==> config.mk <==
export PLATFORM = sky130hd
export DESIGN_NAME = brspr_access_decode
export DESIGN_NICKNAME = d
export VERILOG_FILES = /design/src/rtl/brs_pkg.sv /design/src/rtl/brs_classify.sv /design/src/rtl/brs_route.sv /design/src/rtl/brs_hold.sv /design/src/rtl/brspr_access_decode.sv
export SDC_FILE = /design/constraint.sdc
export NUM_CORES = 1
export LEC_CHECK = 0
export ABC_AREA = 1
export BUFFER_PORTS_ARGS = -buffer_cell sky130_fd_sc_hd__buf_2
export CORE_MARGIN = 2
export CORE_UTILIZATION = 41
export CTS_BUF_LIST = sky130_fd_sc_hd__clkbuf_8
export CTS_CLUSTER_DIAMETER = 100
export DETAILED_ROUTE_END_ITERATION = 10
export GPL_TIMING_DRIVEN = 0
export HOLD_SLACK_MARGIN = 0.06
export PLACE_DENSITY = 0.86
export SLEW_MARGIN = 0
export SYNTH_ARGS = -nofsm -noshare
export SYNTH_HDL_FRONTEND = slang
export SYNTH_SLANG_ARGS = --single-unit
==> constraint.sdc <==
create_clock -name clk -period 1.7 [get_ports clk]
set_input_delay 0.34 -clock clk [delete_from_list [all_inputs] [get_ports clk]]
set_output_delay 0.34 -clock clk [all_outputs]
set_load 0.02 [all_outputs]
==> src/rtl/brs_pkg.sv <==
// Package: shared constants and the branch-kind type for the branch
// special-register bank access decoder.
// Assumes the usual 32-bit branch word layout with bit 0 as the LSB.
package brs_pkg;

    localparam int OPC_HI   = 31;
    localparam int OPC_LO   = 26;
    localparam int XO_HI    = 10;
    localparam int XO_LO    = 1;
    localparam int BIT_LINK = 0;
    localparam int BIT_BO2  = 23;
    localparam int BIT_HINT = 15;
    localparam int BIT_SEL_A = 10;   // 0: through link
    localparam int BIT_SEL_B = 6;    // with SEL_A=1: 0 count, 1 target

    localparam logic [5:0] OPC_REL    = 6'd16;
    localparam logic [5:0] OPC_UNCOND = 6'd18;
    localparam logic [5:0] OPC_EXT    = 6'd19;

    localparam logic [9:0] XO_VIA_LINK   = 10'd16;
    localparam logic [9:0] XO_VIA_COUNT  = 10'd528;
    localparam logic [9:0] XO_VIA_TARGET = 10'd560;

    typedef enum logic [2:0] {
        BK_NONE,
        BK_REL,
        BK_UNCOND,
        BK_VIA_LINK,
        BK_VIA_COUNT,
        BK_VIA_TARGET
    } br_kind_e;

endpackage

==> src/rtl/brs_classify.sv <==
// Module: brs_classify
// Sorts an instruction word into one of the branch kinds the decoder
// handles. Anything else is BK_NONE.
// Assumes: pure combinational, no qualification by valid here.
module brs_classify
    import brs_pkg::*;
#(
    parameter int INSN_W = 32
) (
    input  logic [INSN_W-1:0] insn,
    output br_kind_e          kind
);

    logic [OPC_HI-OPC_LO:0] opc;
    logic [XO_HI-XO_LO:0]   xo;

    assign opc = insn[OPC_HI:OPC_LO];
    assign xo  = insn[XO_HI:XO_LO];

    // Purpose: map the major and extended opcode to a branch kind.
    always_comb begin
        kind = BK_NONE;
        case (opc)
            OPC_REL:    kind = BK_REL;
            OPC_UNCOND: kind = BK_UNCOND;
            OPC_EXT: begin
                case (xo)
                    XO_VIA_LINK:   kind = BK_VIA_LINK;
                    XO_VIA_COUNT:  kind = BK_VIA_COUNT;
                    XO_VIA_TARGET: kind = BK_VIA_TARGET;
                    default:       kind = BK_NONE;
                endcase
            end
            default: kind = BK_NONE;
        endcase
    end

endmodule

==> src/rtl/brs_route.sv <==
// Module: brs_route
// Turns a branch kind and a few instruction bits into bank read and
// write controls. It places link and target in the even bank and count
// in the odd bank.
// Assumes: the link and count indices are equal, so one shared write
// index serves both banks. This holds by deriving the count index from
// the link index.
module brs_route
    import brs_pkg::*;
#(
    parameter int IDX_W      = 3,
    parameter int LINK_IDX   = 5,
    parameter int TARGET_IDX = 6
) (
    input  logic             valid,
    input  br_kind_e         kind,
    input  logic             bo2_bit,
    input  logic             link_bit,
    input  logic             hint_bit,
    output logic [IDX_W-1:0] even_rd,
    output logic [IDX_W-1:0] odd_rd,
    output logic             odd_sel,
    output logic [IDX_W-1:0] wr,
    output logic             even_we,
    output logic             odd_we,
    output logic             dec,
    output logic             pred
);

    localparam int COUNT_IDX = LINK_IDX;
    localparam logic [IDX_W-1:0] L_IDX = IDX_W'(LINK_IDX);
    localparam logic [IDX_W-1:0] C_IDX = IDX_W'(COUNT_IDX);
    localparam logic [IDX_W-1:0] T_IDX = IDX_W'(TARGET_IDX);

    logic is_branch;
    logic may_dec;

    // Purpose: flag the kinds that may use the count as a loop counter.
    always_comb begin
        is_branch = (kind != BK_NONE);
        may_dec   = (kind == BK_REL) || (kind == BK_VIA_LINK) ||
                    (kind == BK_VIA_TARGET);
    end

    // Purpose: build all bank controls; idle when invalid.
    always_comb begin
        even_rd = '0;
        odd_rd  = '0;
        odd_sel = 1'b0;
        wr      = '0;
        even_we = 1'b0;
        odd_we  = 1'b0;
        dec     = 1'b0;
        pred    = 1'b0;
        if (valid && is_branch) begin
            dec = may_dec && !bo2_bit;
            if (dec) begin
                odd_rd = C_IDX;
                wr     = C_IDX;
                odd_we = 1'b1;
            end
            if (link_bit) begin
                wr      = L_IDX;
                even_we = 1'b1;
            end
            case (kind)
                BK_VIA_LINK:   even_rd = L_IDX;
                BK_VIA_TARGET: even_rd = T_IDX;
                BK_VIA_COUNT: begin
                    odd_rd  = C_IDX;
                    odd_sel = 1'b1;
                end
                default: ;
            endcase
            case (kind)
                BK_REL:    pred = hint_bit;
                BK_UNCOND: pred = 1'b1;
                default:   pred = 1'b0;
            endcase
        end
    end

endmodule

==> src/rtl/brs_hold.sv <==
// Module: brs_hold
// Optional output stage. It is either a register with synchronous
// active-low clear, or a plain wire.
// Assumes: the clear value of every output bit is zero.
module brs_hold #(
    parameter int W          = 8,
    parameter bit REGISTERED = 1'b1
) (
    input  logic         clk,
    input  logic         rst_n,
    input  logic [W-1:0] d,
    output logic [W-1:0] q
);

    generate
        if (REGISTERED) begin : g_reg
            // Purpose: capture the decode once per clock, clear on reset.
            always_ff @(posedge clk) begin
                if (!rst_n) q <= '0;
                else        q <= d;
            end
        end else begin : g_wire
            assign q = d;
        end
    endgenerate

endmodule

==> src/rtl/brspr_access_decode.sv <==
// Module: brspr_access_decode (top)
// Decodes a branch word into even/odd special-register bank access
// controls, a count-decrement flag and a static prediction.
// Assumes: link and count share one index. With OUT_REG=1, the outputs
// appear one clock after the inputs.
module brspr_access_decode
    import brs_pkg::*;
#(
    parameter int INSN_W     = 32,
    parameter int IDX_W      = 3,
    parameter int LINK_IDX   = 5,
    parameter int TARGET_IDX = 6,
    parameter bit OUT_REG    = 1'b1
) (
    input  logic             clk,
    input  logic             rst_n,
    input  logic             valid_in,
    input  logic [INSN_W-1:0] insn_in,
    output logic [IDX_W-1:0] even_rd_idx,
    output logic [IDX_W-1:0] odd_rd_idx,
    output logic             odd_rd_sel,
    output logic [IDX_W-1:0] wr_idx,
    output logic             even_wr_en,
    output logic             odd_wr_en,
    output logic             count_dec,
    output logic             pred_taken
);

    localparam int PACK_W = 3 * IDX_W + 5;
    localparam logic [IDX_W-1:0] L_IDX = IDX_W'(LINK_IDX);
    localparam logic [IDX_W-1:0] T_IDX = IDX_W'(TARGET_IDX);

    br_kind_e         kind;
    logic [IDX_W-1:0] n_even_rd, n_odd_rd, n_wr;
    logic             n_odd_sel, n_even_we, n_odd_we, n_dec, n_pred;
    logic [PACK_W-1:0] pack_d, pack_q;

    brs_classify #(.INSN_W(INSN_W)) i_classify (
        .insn (insn_in),
        .kind (kind)
    );

    brs_route #(
        .IDX_W      (IDX_W),
        .LINK_IDX   (LINK_IDX),
        .TARGET_IDX (TARGET_IDX)
    ) i_route (
        .valid    (valid_in),
        .kind     (kind),
        .bo2_bit  (insn_in[BIT_BO2]),
        .link_bit (insn_in[BIT_LINK]),
        .hint_bit (insn_in[BIT_HINT]),
        .even_rd  (n_even_rd),
        .odd_rd   (n_odd_rd),
        .odd_sel  (n_odd_sel),
        .wr       (n_wr),
        .even_we  (n_even_we),
        .odd_we   (n_odd_we),
        .dec      (n_dec),
        .pred     (n_pred)
    );

    assign pack_d = {n_even_rd, n_odd_rd, n_odd_sel, n_wr,
                     n_even_we, n_odd_we, n_dec, n_pred};

    brs_hold #(.W(PACK_W), .REGISTERED(OUT_REG)) i_hold (
        .clk   (clk),
        .rst_n (rst_n),
        .d     (pack_d),
        .q     (pack_q)
    );

    assign {even_rd_idx, odd_rd_idx, odd_rd_sel, wr_idx,
            even_wr_en, odd_wr_en, count_dec, pred_taken} = pack_q;

    generate
        if (OUT_REG) begin : g_chk
            logic past_ok;
            // Purpose: mark cycles whose previous edge was outside reset.
            always_ff @(posedge clk) past_ok <= rst_n;

            // an odd-bank write only happens for a count decrement,
            // and then targets the count index.
            a_r4_odd_write_is_count: assert property (@(posedge clk)
                disable iff (!rst_n)
                odd_wr_en |-> (count_dec && odd_rd_idx == L_IDX && wr_idx == L_IDX));

            // an even-bank write always lands on the link index.
            a_r5_even_write_at_link: assert property (@(posedge clk)
                disable iff (!rst_n)
                even_wr_en |-> (wr_idx == L_IDX));

            // the odd-select source never writes the odd bank.
            a_r6_odd_sel_no_count_write: assert property (@(posedge clk)
                disable iff (!rst_n)
                odd_rd_sel |-> (!odd_wr_en && !count_dec && even_rd_idx == '0));

            // a set bit 23 never yields a decrement.
            a_r3_bo2_blocks_dec: assert property (@(posedge clk)
                disable iff (!rst_n)
                (past_ok && $past(valid_in && insn_in[BIT_BO2])) |-> !count_dec);

            // invalid input gives idle outputs one clock later.
            a_r9_invalid_idle: assert property (@(posedge clk)
                disable iff (!rst_n)
                (past_ok && $past(!valid_in)) |-> (pack_q == '0));

            // an even read is either idle, link or target.
            a_r1_even_read_range: assert property (@(posedge clk)
                disable iff (!rst_n)
                (even_rd_idx == '0 || even_rd_idx == L_IDX || even_rd_idx == T_IDX));
        end
    endgenerate

endmodule

**Yosys cells after proc, flatten, opt, wreduce, memory -nomap -nowiden**

Index checks and enable logic that the tools add are counted.

- Register bits after elaboration: 14
- Input bits: 35
- Output and inout bits: 14
- Logic and storage cells: 35

- Equal/unequal tests: 11
- Muxes and demuxes: 10
- Bitwise operators: 2
- Reduce and logical (&&, ||, !) cells: 9

Operator list:

| operator | number |
|---|---|
| $eq A10 B10 Y1 const B | 2 |
| $eq A6 B5 Y1 const B | 3 |
| $pmux W3 S3 | 2 |
| $eq A10 B5 Y1 const B | 1 |
| $mux W3 | 3 |
| $eq A3 B2 Y1 const B | 2 |
| $eq A3 B3 Y1 const B | 2 |
| $pmux W3 S2 | 1 |
| $reduce_or A3 Y1 | 2 |
| $eq A3 B1 Y1 const B | 1 |
| $mux W1 | 3 |
| $reduce_bool A3 Y1 | 1 |
| $logic_and A1 B1 Y1 | 2 |
| $logic_or A1 B1 Y1 | 2 |
| $not A1 Y1 | 2 |
| $pmux W1 S2 | 1 |
| $reduce_and A2 Y1 | 1 |
| $logic_not A1 Y1 | 1 |

**Logic depth before layout (Yosys ltp)**

Gate-level depths: netlist of the first run.

- Depth in word-level cells: 9
- Gate-level depth with buffers: 11
- Depth with buffers taken out: 11

**Hierarchy**

A second synthesis of the first run with hierarchy kept.

- Cell total of the unflattened synthesis: 110
- Area total of the unflattened synthesis: 724.4 um2

Modules (own cells, without submodules):

| module | instances | cells each | area an instance (um2) | sequential area each (um2) |
|---|---|---|---|---|
| brs_hold | 1 | 43 | 396.6 | 280.3 |
| brs_route | 1 | 37 | 166.4 | 0.0 |
| brs_classify | 1 | 30 | 161.4 | 0.0 |

**Worst setup path before layout of the first run**

OpenSTA, ideal clock, no wires.

- Kind: input to register
- Start point: in insn_in[1]
- End point: reg i_hold.q[6]
- Library setup time: 0.058 ns
- Arrival: 1.119 ns
- Data required time: 1.642 ns
- Setup slack: 0.523 ns
- Cell stages on the path: 9
- Path buffers: 0
- Cells stage by stage: inv_1 -> nand2_1 -> nor2_4 -> nand4_1 -> nor3_2 -> nand2_2 -> nand2_2 -> nand2_2 -> nand2_1

- Cells in the longest elaborated chain, start to end: 9
- Elaborated cells between the ends (all ways): 16
- Classes of those cells: eq/ne (6); mux (4); reduce/logical (6)

RTL lines:

| element | RTL line | source |
|---|---|---|
| from (decl) | brspr_access_decode.sv:18 | `input logic [INSN_W-1:0] insn_in,` |
| $eq A10 B10 Y1 or $eq A10 B5 Y1 (tied branches) | brs_classify.sv:27 | `case (xo)` |
| $pmux W3 S3 (*) | brs_classify.sv:27 |  |
| $pmux W3 S3 (*) | brs_classify.sv:23 | `case (opc)` |
| $eq A3 B1 Y1 or $eq A3 B2 Y1 (tied branches) | brs_route.sv:41 | `may_dec = (kind == BK_REL) \|\| (kind == BK_VIA_LINK) \|\|` |
| $logic_or A1 B1 Y1 (2 in series) | brs_route.sv:41 |  |
| $logic_and A1 B1 Y1 | brs_route.sv:56 | `dec = may_dec && !bo2_bit;` |
| $mux W3 | brs_route.sv:57 | `if (dec) begin` |
| $mux W3 | brs_route.sv:62 | `if (link_bit) begin` |
| to (signal assigned) | brs_hold.sv:19 | `if (!rst_n) q <= '0;` |
| to (signal assigned) | brs_hold.sv:20 | `else q <= d;` |
| to (decl) | brs_hold.sv:12 | `output logic [W-1:0] q` |

Every way passes the cells marked *; elsewhere a longest branch is shown, timed or not.
A chain may end at the register's enable or synchronous reset.

**Worst setup path in the final report of the first run**

- Start point: in insn_in[9]
- End point: reg i_hold.q[10]

- Cells in the longest elaborated chain, start to end: 9
- Elaborated cells between the ends (all ways): 17
- Classes of those cells: eq/ne (7); mux (4); reduce/logical (6)

RTL lines:

| element | RTL line | source |
|---|---|---|
| $eq A10 B10 Y1 or $eq A10 B5 Y1 (tied branches) | brs_classify.sv:27 |  |
| $pmux W3 S3 (*) | brs_classify.sv:27 |  |
| $pmux W3 S3 (*) | brs_classify.sv:23 |  |
| $eq A3 B1 Y1 or $eq A3 B2 Y1 (tied branches) | brs_route.sv:41 |  |
| $logic_or A1 B1 Y1 (2 in series) | brs_route.sv:41 |  |
| $logic_and A1 B1 Y1 | brs_route.sv:56 |  |
| $mux W3 | brs_route.sv:57 |  |
| $mux W3 | brs_route.sv:66 | `case (kind)` |

Marked as above.

==> results_dict.tcl, run 1 <==
set metrics [dict create \
    end_kind "register" \
    hold_viol_final 0 \
    largestRegisters "i_hold.q (9)" \
    met1_usage 0.150 \
    post-route-min-period_ns 1.18 \
    dp_hpwl_um 988 \
    seq_area_frac_synth 0.322 \
    cp-start-kind "input pin" \
    synth_top_family_by_area "simple AND/OR/NAND/NOR gates" \
    regMostFlops "i_hold.q" \
    cts_root_buf "clkbuf_8" \
    yosys.area.top_type "dfxtp_1" \
    grt_pass1_vias 455 \
    placed_area_um2 747 \
    synth-xor-area-share 0 \
    drive_gt1_frac 0.459 \
    num_antenna_cells 0 \
    antenna_left 0 \
    nets 158 \
    synthAdderAreaFrac 0 \
    syn-cell-area_um2 559 \
    tritoncts "yes" \
    track_usage 0.162 \
    largest_reg_flops 9 \
    p_leak_nw 0.528 \
    synth_area_leaders "dfxtp_1 (32%), inv_1 (11%), nand2_1 (9.4%), buf_4 (6.7%), nand2_2 (5.6%)" \
    synth_common_cells "inv_1 (17), nand2_1 (14), dfxtp_1 (9)" \
    postLayoutCellArea_um2 792 \
    grt_max_degree 6 \
    min_period_over_period 0.694 \
    coreArea_um2 1280 \
    rsz0062_at_grt "no" \
    synth-simple-area-share 0.421 \
    area_growth_pct 41.6 \
    die_x_um 40.9 \
    cts.sinks 9 \
    io_pins 49 \
    p_per_area_nw_per_um2 657 \
    finalSetupTns_ns 0 \
    fillers 133 \
    ys_ff_latch 9 \
    setup_viol 0 \
    fin_ws_ns 0.520 \
    clockBufferDepth 2 \
    ctsHoldBuffers 0 \
    required_ns 1.88 \
    yosys_warnings 0 \
    async_reset_ff_frac 0 \
    drtIter0Drc 8 \
    synth_compound_area_frac 0.0559 \
    design_power_total_w 0.000520 \
    post_cts_buffers 0 \
    place_ws_ns 0.284 \
    drcViolationCount 0 \
    yosysMostFrequentCell "inv_1" \
    routed_wl_um 1140 \
    drtPass1Iterations 4 \
    wl_per_cell_um 8.34 \
    viasPerCell 4.47 \
    numCtsBuffers 3 \
    worstPathCellList "buf_2 > nor2_1 > nand3_1 > o21bai_1 > nand2_1 > nand3_2 > nand2_2 > nand2_2 > nand2_2 > nand2_1" \
    post-route-util 0.616 \
    busiest_layer "met2" \
    whs_path_depth 3 \
    cp.arrival_ns 1.36 \
    overflow 0 \
    fmax_ghz 0.847 \
    grt_pass1_wl_um 1650 \
    synth.distinct_cells 19 \
    synth_flop_cell "dfxtp_1" \
    htreeDepth 1 \
    hp-class "input pin to register" \
    cts_resized 0 \
    critical-path-slowest-cell "nor2_1" \
    antenna_found_initial 0 \
    synth.top_cell.area_share 0.322 \
    synthMuxAreaShare 0 \
    synth-edff-count 0 \
    via_count 613 \
    crit_fanout 3 \
    num_rows 13 \
    status "completed" \
    synth_cells 84 \
    cap_violations 0 \
    gp_congestion 0.802 \
    crit_type "input pin to register" \
    slowest_delay_ns 0.17 \
    grt_use_met2 0.266 \
    grt_use_met3 0.0652 \
    die-area_um2 1680 \
    cpMostUsedCell "nand2_2" \
    cts.clk_slew.worst_paths_ns 0.04 \
    initial_core_util 0.435 \
    vdd_drop_max_v 0.000341 \
    port_buffers 33 \
    avgSynthCellArea_um2 6.66 \
    die_h_um 40.9 \
    slew_viol_final 0 \
]
critical path: cells and delay by family:
family	cells	cell delay [ns]
and+or+nand+nor	8	0.76
AOI/OAI and AO/OA	1	0.14
buffers and inverters	1	0.10
stage by stage:
stage / cells / hold WS [ns]
after global routing: 137 / 0.324
after CTS: 137 / 0.315
after detailed placement: 133 / 0.559
after global placement: 133 / 0.547
final: 137 / 0.318
after floorplan: 85 / 0.456
layer usage:
| layer | wire [µm] | vias to the layer above |
|---|---|---|
| li1 | - | 324 |
| met1 | 444 | 260 |
| met2 | 577 | 25 |
| met3 | 94 | 4 |
| met4 | 26 | 0 |
| met5 | 0 | - |
area by class of cell:
type / count / area (µm²) / share of cell area
Buffer: 5 / 37.5 / 0.0474
Clock inverter: 1 / 3.75 / 0.00474
Multi-Input combinational cell: 52 / 274 / 0.346
Inverter: 19 / 71.3 / 0.0900
Timing Repair Buffer: 33 / 165 / 0.209
Clock buffer: 3 / 41.3 / 0.0521
Sequential cell: 9 / 180 / 0.227
Tap cell: 15 / 18.8 / 0.0237
report_power, final:
part | leakage [nW] | total [W] | switching, W | internal (W)
clock network | 0.0269 | 0.000239 | 0.0000820 | 0.000157
registers | 0.0725 | 0.000212 | 0.0000000578 | 0.000212
logic | 0.429 | 0.0000689 | 0.0000382 | 0.0000307
cells by family (layout without fill, tap and decap cells):
logic type | after synthesis | after routing
other cells | 1 | 2
simple gates | 46 | 46
flops | 9 | 9
compound gates | 4 | 4
buf+inv | 24 | 61
cells in the final DEF, fill, tap and decap left out:
master     Yosys  layout
o2111ai_1      1       1
buf_4          5       5
dfxtp_1        9       9
o211a_1        1       1
a21oi_1        1       1
o21bai_1       1       1
buf_2          0      33
nand4_1        3       3
nor2_4         1       1
clkbuf_8       0       3
nor3_1         2       2
nand2_1       14      14
inv_2          2       2
conb_1         1       2
nor3_2         1       1
nand2_2        5       5
nor2_2         5       5
nor2_1         8       8
nand3_2        1       1
inv_1         17      18
nand3_1        6       6
final timing paths:
kind	startpoint	to	slack, ns
max	insn_in[9]	i_hold.q[10]	0.52
min	insn_in[0]	i_hold.q[3]	0.32
Note: power is estimated with default switching activity, not from simulation.
==> run 2: changes to the inputs <==
--- a/config.mk
+++ b/config.mk
@@ -8,13 +8,13 @@
 export ABC_AREA = 1
 export BUFFER_PORTS_ARGS = -buffer_cell sky130_fd_sc_hd__buf_2
 export CORE_MARGIN = 2
-export CORE_UTILIZATION = 41
+export CORE_UTILIZATION = 38
 export CTS_BUF_LIST = sky130_fd_sc_hd__clkbuf_8
 export CTS_CLUSTER_DIAMETER = 100
 export DETAILED_ROUTE_END_ITERATION = 10
 export GPL_TIMING_DRIVEN = 0
 export HOLD_SLACK_MARGIN = 0.06
-export PLACE_DENSITY = 0.86
+export PLACE_DENSITY = 0.81
 export SLEW_MARGIN = 0
 export SYNTH_ARGS = -nofsm -noshare
 export SYNTH_HDL_FRONTEND = slang
==> constraint.sdc (replaced) <==
create_clock -name clk -period 1.1 [get_ports clk]
set_input_delay 0.22 -clock clk [delete_from_list [all_inputs] [get_ports clk]]
set_output_delay 0.22 -clock clk [all_outputs]
set_load 0.02 [all_outputs]
==> results_dict.tcl, run 2 (synthesis gave the netlist of run 1 again) <==
set metrics [dict create \
    crit_family "simple AND/OR/NAND/NOR gates" \
    final_cell_mix "buf_2 (30), inv_1 (14), nand2_1 (12)" \
    cts.clk_slew.worst_paths_ns 0.05 \
    crit_fanout 5 \
    placed_area_um2 747 \
    htreeDepth 1 \
    wl_per_cell_um 8.78 \
    drtPass1Iterations 4 \
    whs_path_depth 3 \
    fin_hold_ws_ns 0.181 \
    hold_viol_final 0 \
    fillers 114 \
    coreArea_um2 1330 \
    p_per_area_nw_per_um2 973 \
    end_kind "register" \
    clkPwrFrac 0.449 \
    regMostFlops "i_hold.q" \
    die_x_um 42.4 \
    initial_core_util 0.419 \
    postLayoutCellArea_um2 851 \
    hold_path_startpoint "insn_in[0]" \
    slowest_delay_ns 0.25 \
    antenna_found_initial 0 \
    cts_root_buf "clkbuf_8" \
    grt_pass1_wl_um 1760 \
    clockBufferDepth 2 \
    slew_viol_final 0 \
    area_growth_pct 52.1 \
    num_antenna_cells 0 \
    io_pins 49 \
    fin_ws_ns 0.00358 \
    power.switching_w 0.000197 \
    setup_viol 0 \
    p_leak_nw 0.547 \
    required_ns 1.24 \
    drtIter0Drc 3 \
    post-route-min-period_ns 1.10 \
    grt_pass1_vias 501 \
    multi_input_area_um2 294 \
    power_frac_comb 0.155 \
    design_power_total_w 0.000828 \
    cap_violations 0 \
    status "completed" \
    viasPerCell 4.52 \
    place_ws_ns -0.210 \
    dp_hpwl_um 949 \
    port_buffers 33 \
    routed_wl_um 1220 \
    grt_max_degree 6 \
    largest_reg_flops 9 \
    cp-start-kind "input pin" \
    num_rows 13 \
    largestRegisters "i_hold.q (9)" \
    intPower_w 0.000631 \
    die-area_um2 1790 \
    hp-class "input pin to register" \
    critPathLaunch "insn_in[1]" \
    vdd_drop_max_v 0.000532 \
    final_common_cell "buf_2" \
    nets 160 \
    critical-path-slowest-cell "nor3_2" \
    worstPathCellList "buf_6 > inv_4 > nand2_4 > nor2_4 > nand4_1 > nor3_2 > nand2_2 > nor3_1" \
    via_count 628 \
    numCtsBuffers 3 \
    swShare 0.238 \
    drcViolationCount 0 \
    die_h_um 42.4 \
    min_period_over_period 0.997 \
    dp_cells 133 \
    hold_end "i_hold.q[3]" \
    cp.buffers_inverters 2 \
    fin_cells 139 \
    overflow 0 \
    cts.sinks 9 \
    tritoncts "yes" \
    track_usage 0.125 \
    regArea_um2 180 \
    power_frac_seq 0.395 \
    gp_congestion 0.774 \
    drive_gt1_frac 0.532 \
    fmax_ghz 0.912 \
    antenna_left 0 \
    cp.arrival_ns 1.24 \
    rsz0062_at_grt "yes" \
    crit_type "input pin to register" \
]
==> run 2: changes by cell type in the layout (fill, tap and decap cells not counted) <==
cell and delta:
buf_2 -3, buf_4 +2, buf_6 +3, inv_1 -4, inv_2 +2, inv_4 +2
nand2_1 -2, nand2_2 +1, nand2_4 +1, nor2_1 -2, nor2_2 +1, nor2_4 +1
==> run 2: worst max path at each step <==
stage	to	cells past startpoint	slack (ns)
floorplan	i_hold.q[6]	9	0.04
global placement	i_hold.q[6]	10	-0.15
detailed placement	i_hold.q[6]	10	-0.21
CTS	i_hold.q[12]	8	0.02
global route	i_hold.q[6]	10	-0.08
finish	i_hold.q[12]	8	0.004
==> run 2: what timing repair did <==
action | CTS | global route
endpoints found under the setup margin | 0 | 5
hold buffers | 0 | 0
gates resized for setup | 0 | 15
setup buffers | 0 | 2
==> run 2: power by group through the flow <==
stage	Combinational (W)	Sequential (W)	Clock (W)
2_1_floorplan	0.0000552	0.000334	0
3_3_place_gp	0.000102	0.000334	0
3_5_place_dp	0.000106	0.000334	0
4_1_cts	0.000106	0.000328	0.000371
5_1_grt	0.000143	0.000327	0.000382
6_report	0.000129	0.000327	0.000372
==> run 2: metal layers <==
layer,wire (µm),part of all wire,GRT usage
met1,523,0.43,0.133
met2,604,0.49,0.231
met3,79,0.065,0.0259
met4,14,0.011,0.0563
met5,0,0,0
==> run 2: final cells by class <==
cell class | instances | area share
multi-input cells | 52 | 0.346
flip-flops and latches | 9 | 0.212
clock inverters | 1 | 0.00441
well taps | 15 | 0.0221
clock buffers | 3 | 0.0485
plain buffers | 5 | 0.0441
inverters | 19 | 0.0897
repair buffers | 35 | 0.234
==> run 2: through the flow <==
step	TNS, ns	util
2_1_floorplan	0	-
3_3_place_gp	-0.929	0.560
3_5_place_dp	-1.36	0.560
4_1_cts	0	0.594
5_1_grt	-0.312	0.638
6_report	0	0.638
==> run 3: changes to the inputs <==
--- a/config.mk
+++ b/config.mk
@@ -7,14 +7,13 @@
 export LEC_CHECK = 0
 export ABC_AREA = 1
 export BUFFER_PORTS_ARGS = -buffer_cell sky130_fd_sc_hd__buf_2
-export CORE_MARGIN = 2
-export CORE_UTILIZATION = 38
+export CORE_UTILIZATION = 34
 export CTS_BUF_LIST = sky130_fd_sc_hd__clkbuf_8
 export CTS_CLUSTER_DIAMETER = 100
 export DETAILED_ROUTE_END_ITERATION = 10
 export GPL_TIMING_DRIVEN = 0
 export HOLD_SLACK_MARGIN = 0.06
-export PLACE_DENSITY = 0.81
+export PLACE_DENSITY = 0.76
 export SLEW_MARGIN = 0
 export SYNTH_ARGS = -nofsm -noshare
 export SYNTH_HDL_FRONTEND = slang
==> constraint.sdc (replaced) <==
create_clock -name clk -period 0.9 [get_ports clk]
set_input_delay 0.045 -clock clk [delete_from_list [all_inputs] [get_ports clk]]
set_output_delay 0.045 -clock clk [all_outputs]
set_load 0.02 [all_outputs]
==> results_dict.tcl, run 3 (synthesis gave the netlist of run 1 again) <==
set metrics [dict create \
    swShare 0.230 \
    final_cell_mix "buf_2 (29), inv_1 (14), nand2_1 (12)" \
    critPathLaunch "insn_in[2]" \
    gp_congestion 0.688 \
    p_per_area_nw_per_um2 1120 \
    largest_reg_flops 9 \
    track_usage 0.147 \
    via_count 632 \
    post-route-min-period_ns 1.01 \
    cts_root_buf "clkbuf_8" \
    nets 164 \
    slew_viol_final 0 \
    clkPwrFrac 0.435 \
    regMostFlops "i_hold.q" \
    port_buffers 33 \
    end_kind "register" \
    drtIter0Drc 18 \
    viasPerCell 4.39 \
    num_antenna_cells 0 \
    grt_max_degree 6 \
    cts.clk_slew.worst_paths_ns 0.04 \
    cp.arrival_ns 1.18 \
    cp-start-kind "input pin" \
    drtPass1Iterations 4 \
    wl_per_cell_um 9.38 \
    fmax_ghz 0.992 \
    power.switching_w 0.000233 \
    drive_gt1_frac 0.547 \
    numCtsBuffers 3 \
    die_x_um 42.6 \
    grt_pass1_vias 552 \
    postLayoutCellArea_um2 903 \
    grt_use_met2 0.271 \
    initial_core_util 0.367 \
    overflow 0 \
    tritoncts "yes" \
    coreArea_um2 1520 \
    antenna_left 0 \
    cts.sinks 9 \
    placed_area_um2 748 \
    power_frac_seq 0.395 \
    required_ns 1.07 \
    antenna_found_initial 0 \
    crit_type "input pin to register" \
    die_h_um 42.6 \
    min_period_over_period 1.12 \
    violations "setup timing" \
    endpoint "i_hold.q[10]" \
    vdd_drop_max_v 0.000931 \
    area_growth_pct 61.5 \
    power_frac_comb 0.170 \
    dp_cells 134 \
    cap_violations 0 \
    num_rows 14 \
    clockBufferDepth 2 \
    fin_hold_ws_ns 0.0882 \
    drcViolationCount 0 \
    crit_fanout 4 \
    status "finished with violations" \
    fin_cells 144 \
    grt_pass1_wl_um 2040 \
    rsz0062_at_grt "yes" \
    busiest_layer "met2" \
    largestRegisters "i_hold.q (9)" \
    setup_viol 8 \
    hold_viol_final 0 \
    hp-class "input pin to register" \
    fin_ws_ns -0.108 \
    dp_hpwl_um 1010 \
    routed_wl_um 1350 \
    met1_usage 0.156 \
    p_leak_nw 0.569 \
    die-area_um2 1810 \
    final_common_cell "buf_2" \
    grt_use_met3 0.0517 \
    htreeDepth 1 \
    io_pins 49 \
    intPower_w 0.000781 \
]
## run 3: per-layer routing
metal	vias up	share of wire
met2	24	0.55
met3	0	0.066
li1	339	-
met4	0	0
met5	-	0
met1	269	0.38
## run 3: worst max-delay path, stage by stage
cell	delay, ns
buf_6	0.10
inv_4	0.05
nand2_4	0.05
nor2_4	0.12
nand4_1	0.15
nor3_2	0.27
nand2_2	0.14
nand2_2	0.10
nand2_2	0.07
nand2_1	0.07
## run 3: how the worst min path moves through the flow
stage                           start     endpoint  depth (start not counted)
after floorplan            insn_in[0]  i_hold.q[3]                          2
after global placement     insn_in[0]  i_hold.q[3]                          3
after detailed placement   insn_in[0]  i_hold.q[3]                          3
after CTS                 insn_in[28]  i_hold.q[0]                          4
after global routing      insn_in[23]  i_hold.q[2]                          4
final                     insn_in[23]  i_hold.q[2]                          4
## run 3: area by class of cell
class / instances / area (µm²)
fillers: 149 / 621
plain buffers: 5 / 37.5
repair buffers: 39 / 238
well taps: 16 / 20.0
multi-input cells: 52 / 307
flip-flops and latches: 9 / 180
clock buffers: 3 / 41.3
inverters: 19 / 76.3
clock inverters: 1 / 3.75
## run 3: timing repair
action | in CTS | in global routing
pin swaps | 1 | 13
hold buffers | 1 | 0
buffers inserted | 1 | 5
setup endpoints to repair | 5 | 9
resized for setup | 4 | 14
hold endpoints to repair | 2 | 0
## run 3: power groups by stage
stage	Combinational (W)	Clock, W	Sequential, W
6_report	0.000172	0.000441	0.000401
5_1_grt	0.000187	0.000477	0.000400
4_1_cts	0.000136	0.000454	0.000401
3_5_place_dp	0.000129	0	0.000408
3_3_place_gp	0.000125	0	0.000408
2_1_floorplan	0.0000674	0	0.000408
## run 3: per-stage QoR
stage | total power [W] | utilization | setup TNS, ns | setup slack, ns
finish | 0.00101 | 0.593 | -0.504 | -0.108
global route | 0.00106 | 0.593 | -1.19 | -0.211
CTS | 0.000990 | 0.537 | -0.0128 | -0.00715
detailed placement | 0.000537 | 0.491 | -1.90 | -0.286
global placement | 0.000533 | 0.491 | -1.13 | -0.174
floorplan | 0.000476 | - | 0 | 0.0183
